===== src/rtl/xbus_pkg.sv =====
// Shared types for the multiplexed external bus master.
// Assumes: nothing beyond IEEE 1800-2017 enums.
package xbus_pkg;
    typedef enum logic [2:0] {
        XS_IDLE,
        XS_INT,
        XS_ADDR,
        XS_TURN,
        XS_STRB,
        XS_HOLD
    } xbus_state_e;
endpackage


===== src/rtl/xbus_route.sv =====
// Request router: decides whether an accepted request goes to the
// internal memory port or starts an external bus cycle.
// Assumes: requests are only taken while the sequencer is idle.
module xbus_route #(
    parameter int ADDR_W    = 16,
    parameter int INT_LIMIT = 4096
) (
    input  logic              xm_en,
    input  logic              req_valid,
    input  logic [ADDR_W-1:0] req_addr,
    input  logic              seq_idle,
    output logic              start_int,
    output logic              start_ext
);
    localparam logic [ADDR_W-1:0] LIMIT_V = ADDR_W'(INT_LIMIT);

    logic above_limit;
    logic take;

    // Classify the address and gate acceptance by the idle state.
    always_comb begin
        above_limit = (req_addr >= LIMIT_V);
        take        = seq_idle && req_valid;
        start_ext   = take && xm_en && above_limit;
        start_int   = take && !(xm_en && above_limit);
    end
endmodule


===== src/rtl/xbus_seq.sv =====
// Phase sequencer: runs an internal access, or the external
// sequence of address, turnaround, strobe and recovery phases. It
// also produces the strobes, the bus byte enables and the response.
// Assumes: every phase length parameter is at least 1.
module xbus_seq
    import xbus_pkg::*;
#(
    parameter int LO_W     = 8,
    parameter int HI_W     = 8,
    parameter int ADDR_CYC = 1,
    parameter int TURN_CYC = 1,
    parameter int STRB_CYC = 2
) (
    input  logic                   clk,
    input  logic                   rst_n,
    input  logic                   start_int,
    input  logic                   start_ext,
    input  logic                   req_write,
    input  logic [LO_W+HI_W-1:0]   req_addr,
    input  logic [LO_W-1:0]        req_wdata,
    input  logic [LO_W-1:0]        int_rdata,
    input  logic [LO_W-1:0]        ad_in,
    output logic                   seq_idle,
    output logic                   busy,
    output logic                   ale,
    output logic                   re_n,
    output logic                   we_n,
    output logic                   bus_oe,
    output logic [LO_W-1:0]        bus_lo,
    output logic [HI_W-1:0]        bus_hi,
    output logic                   done,
    output logic [LO_W-1:0]        rdata
);
    localparam int ADDR_W = LO_W + HI_W;
    localparam int MAX_AT = (ADDR_CYC > TURN_CYC) ? ADDR_CYC : TURN_CYC;
    localparam int MAX_C  = (MAX_AT > STRB_CYC) ? MAX_AT : STRB_CYC;
    localparam int CNT_W  = (MAX_C > 1) ? $clog2(MAX_C) : 1;
    localparam logic [CNT_W-1:0] A_LD = CNT_W'(ADDR_CYC - 1);
    localparam logic [CNT_W-1:0] T_LD = CNT_W'(TURN_CYC - 1);
    localparam logic [CNT_W-1:0] S_LD = CNT_W'(STRB_CYC - 1);

    xbus_state_e       state;
    logic [CNT_W-1:0]  cnt;
    logic              wr_q;
    logic [ADDR_W-1:0] addr_q;
    logic [LO_W-1:0]   wd_q;
    logic              last_strb;

    // Phase state and per-phase countdown.
    always_ff @(posedge clk) begin
        if (!rst_n) begin
            state  <= XS_IDLE;
            cnt    <= '0;
            wr_q   <= 1'b0;
            addr_q <= '0;
            wd_q   <= '0;
        end else begin
            case (state)
                XS_IDLE: begin
                    if (start_ext) begin
                        state  <= XS_ADDR;
                        cnt    <= A_LD;
                        wr_q   <= req_write;
                        addr_q <= req_addr;
                        wd_q   <= req_wdata;
                    end else if (start_int) begin
                        state <= XS_INT;
                        wr_q  <= req_write;
                    end
                end
                XS_INT:  state <= XS_IDLE;
                XS_ADDR: begin
                    if (cnt == '0) begin
                        state <= XS_TURN;
                        cnt   <= T_LD;
                    end else begin
                        cnt <= cnt - 1'b1;
                    end
                end
                XS_TURN: begin
                    if (cnt == '0) begin
                        state <= XS_STRB;
                        cnt   <= S_LD;
                    end else begin
                        cnt <= cnt - 1'b1;
                    end
                end
                XS_STRB: begin
                    if (cnt == '0) begin
                        state <= XS_HOLD;
                    end else begin
                        cnt <= cnt - 1'b1;
                    end
                end
                XS_HOLD: state <= XS_IDLE;
                default: state <= XS_IDLE;
            endcase
        end
    end

    // Flag the final strobe cycle, the one whose closing edge samples.
    always_comb begin
        last_strb = (state == XS_STRB) && (cnt == '0);
    end

    // Completion pulse and read data capture.
    always_ff @(posedge clk) begin
        if (!rst_n) begin
            done  <= 1'b0;
            rdata <= '0;
        end else begin
            done <= (state == XS_INT) || last_strb;
            if ((state == XS_INT) && !wr_q) begin
                rdata <= int_rdata;
            end else if (last_strb && !wr_q) begin
                rdata <= ad_in;
            end
        end
    end

    // Bus-level strobes and shared-byte drive decoded from the phase.
    always_comb begin
        seq_idle = (state == XS_IDLE);
        busy     = (state != XS_IDLE);
        ale      = (state == XS_ADDR);
        re_n     = !((state == XS_STRB) && !wr_q);
        we_n     = !((state == XS_STRB) && wr_q);
        bus_oe   = (state == XS_ADDR) ||
                   (wr_q && ((state == XS_TURN) || (state == XS_STRB) ||
                             (state == XS_HOLD)));
        bus_lo   = (state == XS_ADDR) ? addr_q[LO_W-1:0] : wd_q;
        bus_hi   = addr_q[ADDR_W-1:LO_W];
    end
endmodule


===== src/rtl/xbus_pinmux.sv =====
// Pin ownership multiplexer: each pin takes either the bus value or
// the general-purpose port value, according to the enable.
// Assumes: bus_oe applies to every bit of the group at once.
module xbus_pinmux #(
    parameter int W = 8
) (
    input  logic         bus_en,
    input  logic [W-1:0] bus_out,
    input  logic         bus_oe,
    input  logic [W-1:0] gpio_out,
    input  logic [W-1:0] gpio_oe,
    output logic [W-1:0] pad_out,
    output logic [W-1:0] pad_oe
);
    for (genvar i = 0; i < W; i++) begin : g_pin
        // Per-pin owner selection.
        always_comb begin
            pad_out[i] = bus_en ? bus_out[i] : gpio_out[i];
            pad_oe[i]  = bus_en ? bus_oe     : gpio_oe[i];
        end
    end
endmodule


===== src/rtl/xbus_master.sv =====
// Top level of the multiplexed address/data external memory master.
// Connects router, sequencer and the two pin groups.
// Assumes: xm_en is held steady while busy is high.
module xbus_master #(
    parameter int LO_W      = 8,
    parameter int HI_W      = 8,
    parameter int INT_LIMIT = 4096,
    parameter int ADDR_CYC  = 1,
    parameter int TURN_CYC  = 1,
    parameter int STRB_CYC  = 2
) (
    input  logic                 clk,
    input  logic                 rst_n,
    input  logic                 xm_en,
    input  logic                 req_valid,
    input  logic                 req_write,
    input  logic [LO_W+HI_W-1:0] req_addr,
    input  logic [LO_W-1:0]      req_wdata,
    output logic                 busy,
    output logic                 rsp_done,
    output logic [LO_W-1:0]      rsp_rdata,
    output logic                 int_req,
    output logic                 int_we,
    output logic [LO_W+HI_W-1:0] int_addr,
    output logic [LO_W-1:0]      int_wdata,
    input  logic [LO_W-1:0]      int_rdata,
    input  logic [LO_W-1:0]      gpio_lo_out,
    input  logic [LO_W-1:0]      gpio_lo_oe,
    input  logic [HI_W-1:0]      gpio_hi_out,
    input  logic [HI_W-1:0]      gpio_hi_oe,
    output logic [LO_W-1:0]      pad_ad_out,
    output logic [LO_W-1:0]      pad_ad_oe,
    input  logic [LO_W-1:0]      pad_ad_in,
    output logic [HI_W-1:0]      pad_hi_out,
    output logic [HI_W-1:0]      pad_hi_oe,
    output logic                 ale,
    output logic                 re_n,
    output logic                 we_n
);
    localparam int ADDR_W = LO_W + HI_W;

    logic            seq_idle;
    logic            start_int;
    logic            start_ext;
    logic            bus_oe;
    logic [LO_W-1:0] bus_lo;
    logic [HI_W-1:0] bus_hi;

    xbus_route #(.ADDR_W(ADDR_W), .INT_LIMIT(INT_LIMIT)) u_route (
        .xm_en     (xm_en),
        .req_valid (req_valid),
        .req_addr  (req_addr),
        .seq_idle  (seq_idle),
        .start_int (start_int),
        .start_ext (start_ext)
    );

    xbus_seq #(
        .LO_W(LO_W), .HI_W(HI_W),
        .ADDR_CYC(ADDR_CYC), .TURN_CYC(TURN_CYC), .STRB_CYC(STRB_CYC)
    ) u_seq (
        .clk       (clk),
        .rst_n     (rst_n),
        .start_int (start_int),
        .start_ext (start_ext),
        .req_write (req_write),
        .req_addr  (req_addr),
        .req_wdata (req_wdata),
        .int_rdata (int_rdata),
        .ad_in     (pad_ad_in),
        .seq_idle  (seq_idle),
        .busy      (busy),
        .ale       (ale),
        .re_n      (re_n),
        .we_n      (we_n),
        .bus_oe    (bus_oe),
        .bus_lo    (bus_lo),
        .bus_hi    (bus_hi),
        .done      (rsp_done),
        .rdata     (rsp_rdata)
    );

    // Internal port carries the request straight through on acceptance.
    always_comb begin
        int_req   = start_int;
        int_we    = req_write;
        int_addr  = req_addr;
        int_wdata = req_wdata;
    end

    xbus_pinmux #(.W(LO_W)) u_mux_lo (
        .bus_en   (xm_en),
        .bus_out  (bus_lo),
        .bus_oe   (bus_oe),
        .gpio_out (gpio_lo_out),
        .gpio_oe  (gpio_lo_oe),
        .pad_out  (pad_ad_out),
        .pad_oe   (pad_ad_oe)
    );

    xbus_pinmux #(.W(HI_W)) u_mux_hi (
        .bus_en   (xm_en),
        .bus_out  (bus_hi),
        .bus_oe   (1'b1),
        .gpio_out (gpio_hi_out),
        .gpio_oe  (gpio_hi_oe),
        .pad_out  (pad_hi_out),
        .pad_oe   (pad_hi_oe)
    );
endmodule


===== config.mk =====
export PLATFORM = sky130hd
export DESIGN_NAME = xbus_master
export DESIGN_NICKNAME = d
export VERILOG_FILES = /design/src/rtl/xbus_pkg.sv /design/src/rtl/xbus_route.sv /design/src/rtl/xbus_seq.sv /design/src/rtl/xbus_pinmux.sv /design/src/rtl/xbus_master.sv
export SDC_FILE = /design/constraint.sdc
export NUM_CORES = 1
export LEC_CHECK = 0
export ABC_CLOCK_PERIOD_IN_PS = 1500
export BUFFER_PORTS_ARGS = -buffer_cell sky130_fd_sc_hd__buf_2
export CAP_MARGIN = 20
export CELL_PAD_IN_SITES_DETAIL_PLACEMENT = 1
export CELL_PAD_IN_SITES_GLOBAL_PLACEMENT = 1
export CORE_MARGIN = 4
export CORE_UTILIZATION = 27
export DETAILED_ROUTE_END_ITERATION = 12
export MAX_ROUTING_LAYER = met4
export PLACE_DENSITY = 0.8
export SYNTH_ARGS = -nofsm -noshare
export SYNTH_HDL_FRONTEND = slang
export SYNTH_SLANG_ARGS = --single-unit

===== constraint.sdc =====
create_clock -name clk -period 1.5 [get_ports clk]
set_input_delay 0.3 -clock clk [delete_from_list [all_inputs] [get_ports clk]]
set_output_delay 0.3 -clock clk [all_outputs]
set_load 0.01 [all_outputs]

==> out/qor.txt <==
====================================================================================
Status ................................................................ complete, but fails checks
Violations in the final reports ....................................... setup timing
Required time of the critical path ....................................      1.20 ns
Sequential element share of the synthesized area ......................        30.7%
End point of the most critical hold path .............................. u_seq.wd_q[6]
Type of the worst min-delay path ......................................    in -> reg
Longest Clk Path Bufs .................................................            2
Residual DRC count ....................................................            0
Actual transition at the worst max-transition pin .....................     0.455 ns
Wire length of the first global-routing pass ..........................     14000 um
Distinct cell type count after synthesis ..............................           38
Most instantiated flip-flop cell in the synthesis netlist ............. sky130_fd_sc_hd__dfxtp_1
DP Wirelength .........................................................      6320 um
Startpoint Class ......................................................    flip-flop
Die Ht ................................................................       104 um
Core area .............................................................    8810 um^2
Number of maximum-capacitance constraint violations ...................            0
Mapped Cells ..........................................................          290
Worst reg2reg endpoint ................................................ u_seq.rdata[6]
Top-Level Pins ........................................................          148
Number of buffers added on ports ......................................          147
Number of global-route vias before repair .............................         2764
TritonCTS clock tree ..................................................        built
Synthesis-stage register bit count ....................................           38
Remaining global-route overflow .......................................            0
Initial standard-cell utilization of the core .........................        28.1%
Ratio of cells with drive above 1 in the final layout .................        60.1%
GR Util All Layers ....................................................        16.2%
Iter 0 DRT Violations .................................................           59
Number of buffers created by CTS ......................................            5
Number of placement rows ..............................................           34
Global placer's final weighted congestion .............................        0.803
X dimension of the die ................................................       104 um
Cell chosen for the clock root ........................................ sky130_fd_sc_hd__clkbuf_8
Post-synthesis area per instance ......................................    8.54 um^2
Largest net degree at the start of global routing .....................           50
Net total in the final layout .........................................          517
Die footprint .........................................................   10800 um^2
Total number of H-tree levels .........................................            2
Sum of routed wire length over all layers .............................      8760 um
Cell depth of the worst min-delay path ................................            3
Share of flip-flops with an asynchronous set or reset after synthesis .           0%
Post-synthesis instance area ..........................................    2480 um^2
Kind of end point of the critical path ................................  output port
Filler cell count in the final layout .................................         1075
Critical path peak fanout .............................................            9
Synth warn ............................................................            0
Post-route worst setup slack ..........................................    -0.328 ns
Final worst clock skew ................................................   0.00822 ns
Worst endpoint data arrival time ......................................      1.53 ns
TritonCTS Sinks .......................................................           38
Number of synthesized flops with an enable pin ........................            0
Worst reg2reg setup slack .............................................     -0.27 ns
Peak Freq .............................................................      547 MHz
Peak VDD IR ...........................................................   0.000503 V
Critical path's slowest cell .......................................... sky130_fd_sc_hd__dfxtp_2
Via count .............................................................         2611
Type of the setup path with the least slack ...........................   reg -> out
Routed WL per cell ....................................................      16.0 um
Number of antenna violations at the first check in global routing .....            0
Clock slew seen by the registers of the worst setup and hold paths ....      0.09 ns
Routed vias/inst ......................................................         4.76
Area growth, synth to finish ..........................................        58.6%
Origin of the worst min-delay path .................................... req_wdata[6]
Finish-stage setup viols ..............................................           56
Number of hold buffers added after CTS ................................            0
R2r worst-path depth ..................................................            8
Final number of max-transition violations .............................            0
Cell Chain, Critical Path ............................................. nor3b_4, buf_12, mux2i_2, a21oi_2, buf_2
R2r startpoint ........................................................ u_seq.state[2]
Total negative setup slack ............................................    -10.13 ns
Placed Cells ..........................................................          523
Inserted Diodes .......................................................            0
Max-slew headroom at the worst pin ....................................        69.3%
DRT antenna net count .................................................            0
Maximum single-stage delay on the critical path .......................      0.36 ns
Setup repair after global routing missed its margin ...................          yes
Leakage ...............................................................      1.80 nW
Tcrit/Tclk final ......................................................         122%
Pwr per Cell Area .....................................................  855 nW/um^2
Endpoints failing hold ................................................            0
Detailed-router iteration count before antenna repair .................            4
Syn_nets ..............................................................          367
Final worst path period need ..........................................      1.83 ns
Final non-filler cell total ...........................................          549
Later-pin clock latency in the skew report ............................      0.29 ns
====================================================================================
==> layer usage <==
metal  global-route usage, %  vias up  share of wire (%)  routed length, um
li1                        -     1273                  -                  -
met1                    17.9     1249                 40               3530
met2                    29.9       78                 54               4720
met3                    3.30       11                4.6                401
met4                    3.89        0                1.3                112
met5                       -        -                  0                  0
==> worst max-delay path, delay by kind of cell (launching register included) <==
kind / cells / cell delay, ns
DFF: 1 / 0.36
and+or+nand+nor: 1 / 0.24
AOI/OAI and AO/OA: 1 / 0.08
muxes: 1 / 0.25
buffers and inverters: 2 / 0.32
==> through the flow <==
| step | hold slack, ns | cell area, um^2 | setup WS, ns | utilization, % | power, mW |
|---|---|---|---|---|---|
| after floorplan | 0.431 | 2530 | 0.00571 | - | 1.82 |
| after global placement | 0.443 | 3330 | -0.0482 | 37.8 | 2.19 |
| after detailed placement | 0.457 | 3330 | -0.119 | 37.8 | 2.23 |
| after CTS | 0.250 | 3800 | -0.341 | 43.1 | 3.34 |
| after global routing | 0.258 | 3930 | -0.423 | 44.6 | 3.56 |
| final | 0.261 | 3930 | -0.328 | 44.6 | 3.36 |
==> layout make-up <==
class                           instances  area [um^2]  share of cell area, %
Timing Repair Buffer                  191         1270                   32.4
Sequential cell                        38          773                   19.7
Multi-Input combinational cell        196         1600                   40.8
Clock buffer                            5         68.8                   1.75
Inverter                                8         30.0                  0.765
Tap cell                              108          135                   3.44
Clock inverter                          3         45.0                   1.15
==> logic make-up after synthesis <==
family / count (synthesis) / synth area share, %
buffers and inverters: 56 / 14.2
AO/OA/AOI/OAI: 41 / 10.9
AND/OR/NAND/NOR: 101 / 21.9
flip-flops: 38 / 30.7
multiplexers: 54 / 22.3
==> sequential cells by signal (all words and copies together) (netlist names) <==
name	flops
u_seq.addr_q	16
u_seq.rdata	8
u_seq.wd_q	8
u_seq.state	3
u_seq.cnt	1
u_seq.done	1
u_seq.wr_q	1
==> cell usage after synthesis, types with 5 or more instances <==
| cell type | count | area (um^2) |
|---|---|---|
| sky130_fd_sc_hd__a21oi_1 | 16 | 80.1 |
| sky130_fd_sc_hd__buf_2 | 5 | 25.0 |
| sky130_fd_sc_hd__buf_4 | 25 | 188 |
| sky130_fd_sc_hd__clkbuf_1 | 13 | 48.8 |
| sky130_fd_sc_hd__dfxtp_1 | 38 | 761 |
| sky130_fd_sc_hd__inv_1 | 8 | 30.0 |
| sky130_fd_sc_hd__mux2_2 | 9 | 101 |
| sky130_fd_sc_hd__mux2i_1 | 45 | 450 |
| sky130_fd_sc_hd__nand2_1 | 47 | 176 |
| sky130_fd_sc_hd__nand2b_1 | 10 | 62.6 |
| sky130_fd_sc_hd__nand4_1 | 5 | 31.3 |
| sky130_fd_sc_hd__nor2_1 | 9 | 33.8 |
| sky130_fd_sc_hd__nor2b_1 | 9 | 56.3 |
| sky130_fd_sc_hd__o21ai_0 | 7 | 35.0 |
| sky130_fd_sc_hd__o311ai_0 | 9 | 78.8 |
| sky130_fd_sc_hd__or2_2 | 8 | 50.1 |
==> where the power goes <==
part           internal, mW  switching [mW]
Combinational         0.679           0.621
Sequential             1.10          0.0641
Clock                 0.495           0.400
Total                  2.27            1.08
==> cell usage in the layout (no fill, tap or decap), types with 2 or more instances in the layout <==
master and n:
sky130_fd_sc_hd__clkinvlp_4 2, sky130_fd_sc_hd__buf_16 4, sky130_fd_sc_hd__dfxtp_4 3, sky130_fd_sc_hd__nor3b_2 2, sky130_fd_sc_hd__mux2i_2 4, sky130_fd_sc_hd__nor2b_1 6
sky130_fd_sc_hd__nor4b_4 2, sky130_fd_sc_hd__inv_1 8, sky130_fd_sc_hd__or2_2 8, sky130_fd_sc_hd__o311ai_0 8, sky130_fd_sc_hd__nand4_1 5, sky130_fd_sc_hd__buf_6 11
sky130_fd_sc_hd__mux2i_1 41, sky130_fd_sc_hd__nor2b_4 2, sky130_fd_sc_hd__buf_4 23, sky130_fd_sc_hd__a21oi_2 16, sky130_fd_sc_hd__buf_12 6, sky130_fd_sc_hd__nor2_1 9
sky130_fd_sc_hd__dfxtp_1 34, sky130_fd_sc_hd__buf_2 146, sky130_fd_sc_hd__nand2b_1 10, sky130_fd_sc_hd__mux2_2 8, sky130_fd_sc_hd__clkbuf_8 5, sky130_fd_sc_hd__nand2_1 45
sky130_fd_sc_hd__o21ai_0 5
==> how the worst max path moves through the flow <==
stage,endpoint,slack [ns],from
finish,pad_ad_out[2],-0.33,u_seq.state[0]
detailed placement,u_seq.state[0],-0.12,req_addr[15]
global route,pad_ad_out[2],-0.42,u_seq.state[0]
global placement,u_seq.state[0],-0.05,req_addr[15]
floorplan,pad_ad_out[0],0.006,u_seq.state[0]
CTS,pad_ad_out[0],-0.34,u_seq.state[0]
==> what timing repair did <==
item / CTS / global route
buffers inserted: 10 / 5
pin swaps: 8 / 7
gates resized for setup: 45 / 23
cloned: 4 / 0
setup endpoints to repair: 55 / 59
(Power assumes the default switching activity.)
